$ cat config.mk
export PLATFORM = sky130hd
export DESIGN_NAME = wprot_ctrl
export DESIGN_NICKNAME = d
export VERILOG_FILES = /design/src/rtl/wprot_pkg.sv /design/src/rtl/wprot_latch_fsm.sv /design/src/rtl/wprot_range_dec.sv /design/src/rtl/wprot_addr_ctr.sv /design/src/rtl/wprot_ctrl.sv
export SDC_FILE = /design/constraint.sdc
export NUM_CORES = 1
export LEC_CHECK = 0
export ABC_AREA = 1
export ABC_CLOCK_PERIOD_IN_PS = 1300
export BUFFER_PORTS_ARGS = -buffer_cell sky130_fd_sc_hd__buf_2
export CAP_MARGIN = 20
export CORE_ASPECT_RATIO = 1.75
export CORE_MARGIN = 5
export CORE_UTILIZATION = 35
export DETAILED_ROUTE_END_ITERATION = 16
export PLACE_DENSITY = 0.73
export SLEW_MARGIN = 20
export SYNTH_ARGS = -nofsm -noshare
export SYNTH_HDL_FRONTEND = slang
export SYNTH_SLANG_ARGS = --single-unit
$ cat constraint.sdc
create_clock -name clk -period 1.3 [get_ports clk]
set_input_delay 0.13 -clock clk [delete_from_list [all_inputs] [get_ports clk]]
set_output_delay 0.13 -clock clk [all_outputs]
set_load 0.01 [all_outputs]
$ cat src/rtl/wprot_pkg.sv
package wprot_pkg;

    localparam int ADDR_W   = 20;
    localparam int BUS_AW   = 24;
    localparam int BLK_W    = 2;

    typedef enum logic [1:0] {
        ST_IDLE  = 2'd0,
        ST_ARMED = 2'd1,
        ST_BURST = 2'd2
    } wel_state_t;

    typedef enum logic [1:0] {
        BLK_NONE    = 2'b00,
        BLK_QUARTER = 2'b01,
        BLK_HALF    = 2'b10,
        BLK_ALL     = 2'b11
    } blk_mode_t;

endpackage

$ cat src/rtl/wprot_latch_fsm.sv
module wprot_latch_fsm
    import wprot_pkg::*;
(
    input  logic clk,
    input  logic rst_n,
    input  logic cmd_wren,
    input  logic cmd_wrdi,
    input  logic sts_wr_req,
    input  logic byte_wr,
    input  logic wr_done,
    output logic wel
);

    wel_state_t state_q, state_d;

    always_ff @(posedge clk or negedge rst_n) begin
        if (!rst_n) state_q <= ST_IDLE;
        else        state_q <= state_d;
    end

    always_comb begin
        state_d = state_q;
        unique case (state_q)
            ST_IDLE: begin
                if (cmd_wrdi || sts_wr_req || wr_done) state_d = ST_IDLE;
                else if (cmd_wren)                      state_d = ST_ARMED;
            end
            ST_ARMED: begin
                if (cmd_wrdi || sts_wr_req || wr_done) state_d = ST_IDLE;
                else if (byte_wr)                       state_d = ST_BURST;
            end
            ST_BURST: begin
                if (cmd_wrdi || sts_wr_req || wr_done) state_d = ST_IDLE;
            end
            default: state_d = ST_IDLE;
        endcase
    end

    always_comb begin
        wel = (state_q != ST_IDLE);
    end

endmodule

$ cat src/rtl/wprot_range_dec.sv
module wprot_range_dec #(
    parameter int ADDR_W = 20,
    parameter int BLK_W  = 2
) (
    input  logic [ADDR_W-1:0] addr,
    input  logic [BLK_W-1:0]  blk_sel,
    output logic              in_range
);
    localparam int TOP = ADDR_W - 1;

    logic upper_half;
    logic upper_quarter;

    generate
        if (ADDR_W >= 2) begin : g_wide
            assign upper_half    = addr[TOP];
            assign upper_quarter = addr[TOP] & addr[TOP-1];
        end else begin : g_narrow
            assign upper_half    = addr[0];
            assign upper_quarter = addr[0];
        end
    endgenerate

    always_comb begin
        unique case (blk_sel[1:0])
            2'b00:   in_range = 1'b0;
            2'b01:   in_range = upper_quarter;
            2'b10:   in_range = upper_half;
            default: in_range = 1'b1;
        endcase
    end

endmodule

$ cat src/rtl/wprot_addr_ctr.sv
module wprot_addr_ctr #(
    parameter int ADDR_W = 20,
    parameter int BUS_AW = 24
) (
    input  logic              clk,
    input  logic              rst_n,
    input  logic              addr_load,
    input  logic [BUS_AW-1:0] addr_in,
    input  logic              byte_wr,
    output logic [ADDR_W-1:0] cur_addr
);
    localparam logic [ADDR_W-1:0] ONE = {{(ADDR_W-1){1'b0}}, 1'b1};

    always_ff @(posedge clk or negedge rst_n) begin
        if (!rst_n)         cur_addr <= '0;
        else if (addr_load) cur_addr <= addr_in[ADDR_W-1:0];
        else if (byte_wr)   cur_addr <= cur_addr + ONE;
    end

endmodule

$ cat src/rtl/wprot_ctrl.sv
module wprot_ctrl
    import wprot_pkg::*;
(
    input  logic              clk,
    input  logic              rst_n,
    input  logic              wp_n,
    input  logic              lock_en,
    input  logic [BLK_W-1:0]  blk_sel,
    input  logic              cmd_wren,
    input  logic              cmd_wrdi,
    input  logic              sts_wr_req,
    input  logic              addr_load,
    input  logic [BUS_AW-1:0] addr_in,
    input  logic              byte_wr,
    input  logic              wr_done,
    output logic              wel,
    output logic [ADDR_W-1:0] cur_addr,
    output logic              arr_wr_en,
    output logic              sts_wr_en
);

    logic in_range;
    logic pin_lock;

    wprot_latch_fsm u_fsm (
        .clk        (clk),
        .rst_n      (rst_n),
        .cmd_wren   (cmd_wren),
        .cmd_wrdi   (cmd_wrdi),
        .sts_wr_req (sts_wr_req),
        .byte_wr    (byte_wr),
        .wr_done    (wr_done),
        .wel        (wel)
    );

    wprot_addr_ctr #(.ADDR_W(ADDR_W), .BUS_AW(BUS_AW)) u_ctr (
        .clk       (clk),
        .rst_n     (rst_n),
        .addr_load (addr_load),
        .addr_in   (addr_in),
        .byte_wr   (byte_wr),
        .cur_addr  (cur_addr)
    );

    wprot_range_dec #(.ADDR_W(ADDR_W), .BLK_W(BLK_W)) u_dec (
        .addr     (cur_addr),
        .blk_sel  (blk_sel),
        .in_range (in_range)
    );

    always_comb begin
        pin_lock  = lock_en & ~wp_n;
        arr_wr_en = byte_wr & wel & ~in_range;
        sts_wr_en = sts_wr_req & wel & ~pin_lock;
    end

endmodule

After elaboration in Yosys (flattened, before gate mapping)
Cells that the tools add are included.
{ "word_totals": {"register_bits": 22, "in_bits": 36, "out_inout_bits": 23, "wordCells": 35} }
{ "classes": {"addsub": 1, "eq_ne": 7, "muxes": 9, "bitwise": 9, "reduce_logical": 7} }
{ "ops": {"columns": ["op", "count"], "rows": [
  ["20-bit two-way mux", 2],
  ["20-bit by 1-bit adder with 20-bit output (second input constant)", 1],
  ["2-bit two-way mux", 5],
  ["1-bit AND", 6],
  ["3-bit by 2-bit inequality test with 1-bit output (second input constant)", 2],
  ["2-bit one-hot mux with 3 select lines", 1],
  ["2-bit by 1-bit equality test with 1-bit output (second input constant)", 2],
  ["2-bit equality test (second input constant)", 2],
  ["2-bit logical NOT", 2],
  ["2-bit nonzero test", 2],
  ["1-bit inverter", 3],
  ["1-bit one-hot mux with 3 select lines", 1],
  ["3-bit AND reduction", 1],
  ["1-bit logical OR", 2],
  ["2-bit by 1-bit inequality test with 1-bit output (second input constant)", 1]
]} }

Longest topological paths before layout
{ "depth": {"ltp_word": 4, "ltp_mapped": 9, "ltp_nobuf": 9} }

Modules after synthesis
Synthesis repeated with hierarchy kept, for this count alone.
{ "unflattened": {"hier_cells": 217, "area_unflattened_um2": 1531.5} }
{ "modules_own_cells": {"columns": ["module", "instances", "cells_each", "area_per_inst_um2", "seq_area_each_um2"], "rows": [
  ["wprot_addr_ctr", 1, 191, 1356.3, 500.5],
  ["wprot_latch_fsm", 1, 18, 137.6, 50.0],
  ["wprot_ctrl", 1, 5, 23.8, 0.0],
  ["wprot_range_dec", 1, 3, 13.8, 0.0]
]} }

Worst setup path after synthesis
Ideal clock, no wire load.
{ "synth_timing": {"path_type": "reg2reg", "startpoint": "reg u_ctr.cur_addr[0]", "endpoint": "reg u_ctr.cur_addr[18]", "setup_time_ps": 121, "t_arrival_ps": 1220, "required_time_ps": 1179, "slack_ps": -42, "stages_incl_launch_ff": 9, "n_path_buf": 0, "period_less_slack_ps": 1342, "path_cell_list": "dfrtp_1 -> ha_1 -> nand2_2 -> nor2_4 -> nand2_4 -> nor2_4 -> nand3_1 -> nand3_1 -> nand2_1"} }
{ "synth_between": {"elab_chain_cells": 3} }
{ "synth_rtl": {"columns": ["item", "line", "text"], "rows": [
  ["from (decl)", "wprot_addr_ctr.sv:10", "output logic [ADDR_W-1:0] cur_addr"],
  ["from (signal assigned)", "wprot_addr_ctr.sv:16", "else if (addr_load) cur_addr <= addr_in[ADDR_W-1:0];"],
  ["from (signal assigned)", "wprot_addr_ctr.sv:17", "else if (byte_wr) cur_addr <= cur_addr + ONE;"],
  ["20-bit by 1-bit adder with 20-bit output", "wprot_addr_ctr.sv:17", null],
  ["20-bit two-way mux", "wprot_addr_ctr.sv:17", null],
  ["20-bit two-way mux", "wprot_addr_ctr.sv:16", null]
]} }
Every way passes these cells. The select of a mux whose other input is x is not followed.
A chain may end at the register's enable or synchronous reset.

Worst setup path in the final report
{ "layout_timing": {"startpoint": "reg u_ctr.cur_addr[1]", "endpoint": "reg u_ctr.cur_addr[11]"} }
Same word-level chain as after synthesis.

==> impl_metrics.env <==
export IMPL_clk_pin_slew_ps=90
export IMPL_drt_total_wl_mm=4.653
export IMPL_nNetsFinal=324
export IMPL_synth_seq_cells=22
export IMPL_maxCapViolCount=0
export IMPL_seq_area_um2=563.0
export IMPL_num_vias=1704
export IMPL_grt_util_all_layers=0.1648
export IMPL_setup_viol=3
export IMPL_initialDrtViolationCount=44
export IMPL_route_layer_met1_wl_mm=1.686
export IMPL_antenna_found_initial=0
export IMPL_reg2reg_from="u_ctr.cur_addr[1]$_DFFE_PN0P_"
export IMPL_start_util=0.3565
export IMPL_final_layout_size_suffix_gt1_frac=0.4091
export IMPL_fmax_ghz=0.7482
export IMPL_synth_avg_cell_area_um2=7.237
export IMPL_cts_htree_levels=1
export IMPL_num_rows=32
export IMPL_drc=0
export IMPL_clock_sinks=22
export IMPL_wl_met3_um=206
export IMPL_fp_dieArea_um2=5884
export IMPL_final_hold_viol_count=0
export IMPL_grt_remaining_overflow=0
export IMPL_fin_ws_ps=-36.49
export IMPL_syn_inst=213
export IMPL_clock_skew_ps=5.118
export IMPL_fillers=452
export IMPL_cts_root_buf="clkbuf_8"
export IMPL_drt_first_pass_iters=5
export IMPL_setup_worst_path_start_class="flip-flop"
export IMPL_final_core_util=0.4954
export IMPL_rsz0062_at_grt="yes"
export IMPL_violations="negative setup slack"
export IMPL_cellPowerDensity_nw_per_um2=967.9
export IMPL_outcome="finished with violations"
export IMPL_numCtsBuffers=3
export IMPL_dieWidth_um=60.17
export IMPL_io_pins=59
export IMPL_syn_cell_area_um2=1541
export IMPL_worstSetupPathType="reg -> reg"
export IMPL_die_y_um=97.79
export IMPL_worstPathArrival_ps=1500
export IMPL_period_share=1.028
export IMPL_wl_per_cell_um=13.81
export IMPL_crit_start="u_ctr.cur_addr[1]$_DFFE_PN0P_"
export IMPL_grt_max_degree=23
export IMPL_report_final_slew_viol_count=0
export IMPL_grt_pass1_wl_mm=7.527
export IMPL_required_ps=1460
export IMPL_tightest_slew_ps=517.4
export IMPL_ant_nets=0
export IMPL_clockBufferDepth=2
export IMPL_portBuffers=54
export IMPL_synth_seq_area_share=0.3571
export IMPL_min_path_type="in -> reg"
export IMPL_crit_fanout=5
export IMPL_top_layer="met4"
export IMPL_diodes=0
export IMPL_clk_insertion_delay_late_ps=270
export IMPL_place_hpwl_mm=3.404
export IMPL_synth_fp_nets=250
export IMPL_yosys_warnings=0
export IMPL_core_area_um2=4324
export IMPL_gp_congestion=0.7672
export IMPL_vdd_ir_drop_worst_mv=0.5536
export IMPL_multi_input_area_um2=925.9
export IMPL_timing_hold_ws_ps=71.04
export IMPL_min_period_ps=1336
export IMPL_vias_per_cell=5.056
export IMPL_synth_cell_types=27
export IMPL_hp_start="addr_in[10]"
export IMPL_cts_tree="yes"
export IMPL_cp_end_kind="flip-flop"
export IMPL_relSlewSlack=0.6551
export IMPL_wl_met2_mm=2.589
export IMPL_first_global_vias=1744
export IMPL_leakagePower_nw=1.090
export IMPL_area_growth_pct=38.96
## path summary, 6_finish.rpt
check	cells after the start	endpoint	slack, ps
worst max register to register	8	u_ctr.cur_addr[11]$_DFFE_PN0P_	-40
worst min-delay path	3	u_ctr.cur_addr[10]$_DFFE_PN0P_	70
worst max-delay path	8	u_ctr.cur_addr[11]$_DFFE_PN0P_	-40
min in group asynchronous	2	u_ctr.cur_addr[2]$_DFFE_PN0P_	360
worst min register to register	2	u_fsm.state_q[1]$_DFFE_PN0P_	550
max in group asynchronous	2	u_ctr.cur_addr[18]$_DFFE_PN0P_	560
## kinds of logic after synthesis
family,Yosys count,share of synthesized area
adder cells (fa/ha/maj),1,0.008116
AO/OA/AOI/OAI,30,0.1291
XOR/XNOR,6,0.03410
flip-flops,22,0.3571
AND/OR/NAND/NOR,127,0.3993
buffers and inverters,27,0.07224
## flip-flops by register name (all words and copies together) (netlist names)
name and count:
u_ctr.cur_addr 20, u_fsm.state_q 2
## report_power, final
| part | switching [W] | leakage, nW | internal [W] |
|---|---|---|---|
| logic | 0.000294 | 0.796 | 0.000253 |
| clock network | 0.000249 | 0.0357 | 0.000412 |
| registers | 0.000108 | 0.258 | 0.000758 |
| total | 0.000651 | 1.09 | 0.00142 |
## metal layers
metal / global-route usage / vias to the layer above
li1: - / 847
met1: 0.1732 / 798
met2: 0.2858 / 47
met3: 0.02116 / 12
met4: 0.1143 / 0
met5: 0 / -
## cells in the final DEF (no fill, tap or decap), drive strengths merged
| cell | netlist | routed |
|---|---|---|
| buf | 3 | 72 |
| nand2 | 71 | 71 |
| nor2 | 25 | 25 |
| nand3 | 23 | 23 |
| inv | 23 | 23 |
| dfrtp | 22 | 22 |
| a22oi | 12 | 12 |
| o21ai | 8 | 8 |
| nand4 | 5 | 5 |
| a21oi | 4 | 4 |
| xor2 | 3 | 3 |
| xnor2 | 3 | 3 |
| o21bai | 3 | 3 |
| clkbuf | 1 | 3 |
| o211ai | 2 | 2 |
| nand3b | 2 | 2 |
| o2111a | 1 | 1 |
| nor3 | 1 | 1 |
| ha | 1 | 1 |
| bufinv | 0 | 1 |
| dlygate4sd3 | 0 | 1 |
## final cells by class
class / instances / share of cell area
multi-input combinational: 164 / 0.4322
sequential: 22 / 0.2629
timing repair buffer: 73 / 0.2015
inverter: 23 / 0.04030
tap: 51 / 0.02979
clock buffer: 3 / 0.01928
clock inverter: 1 / 0.01402
## metrics by stage
stage | power, W | area (µm²) | setup slack (ps) | TNS, ps | std cells
final | 0.002073 | 2142 | -36.49 | -80.99 | 337
after global routing | 0.002188 | 2142 | -117.5 | -776.6 | 337
after CTS | 0.002060 | 2079 | -10.25 | -16.15 | 333
after detailed placement | 0.001375 | 1956 | -6.210 | -6.210 | 326
after global placement | 0.001365 | 1956 | 1.931 | 0 | 326
after floorplan | 0.001125 | 1544 | 9.584 | 0 | 213
## synth_stat cells (all sizes together)
master | n | area, µm²
o21bai | 3 | 22.52
xnor2 | 3 | 26.28
nand2 | 71 | 291.5
nor3 | 1 | 5.000
o21ai | 8 | 40.04
nand4 | 5 | 37.53
a21oi | 4 | 20.02
nor2 | 25 | 151.4
o211ai | 2 | 15.01
clkbuf | 1 | 3.750
xor2 | 3 | 26.28
o2111a | 1 | 11.26
buf | 3 | 21.27
a22oi | 12 | 90.09
inv | 23 | 86.33
nand3b | 2 | 15.01
nand3 | 23 | 115.1
ha | 1 | 12.51
dfrtp | 22 | 550.5
## timing repair
| item | CTS | global route |
|---|---|---|
| gates resized for setup | 7 | 17 |
| endpoints found under the hold margin | 22 | 0 |
| cloned | 0 | 0 |
| endpoints found under the setup margin | 6 | 13 |
| hold buffers | 1 | 0 |
| pin swaps | 7 | 3 |
| setup buffers | 2 | 4 |
## critical path, cell delays in order, from the launching register on
cell     delay, ps
dfrtp_2        400
buf_6          110
nand2_2         60
nor2_4         150
nand2_4         80
nor2_4         180
nand2_2         80
nand3_1         90
nand3_1         70
Note: power is estimated with default switching activity, not from simulation.
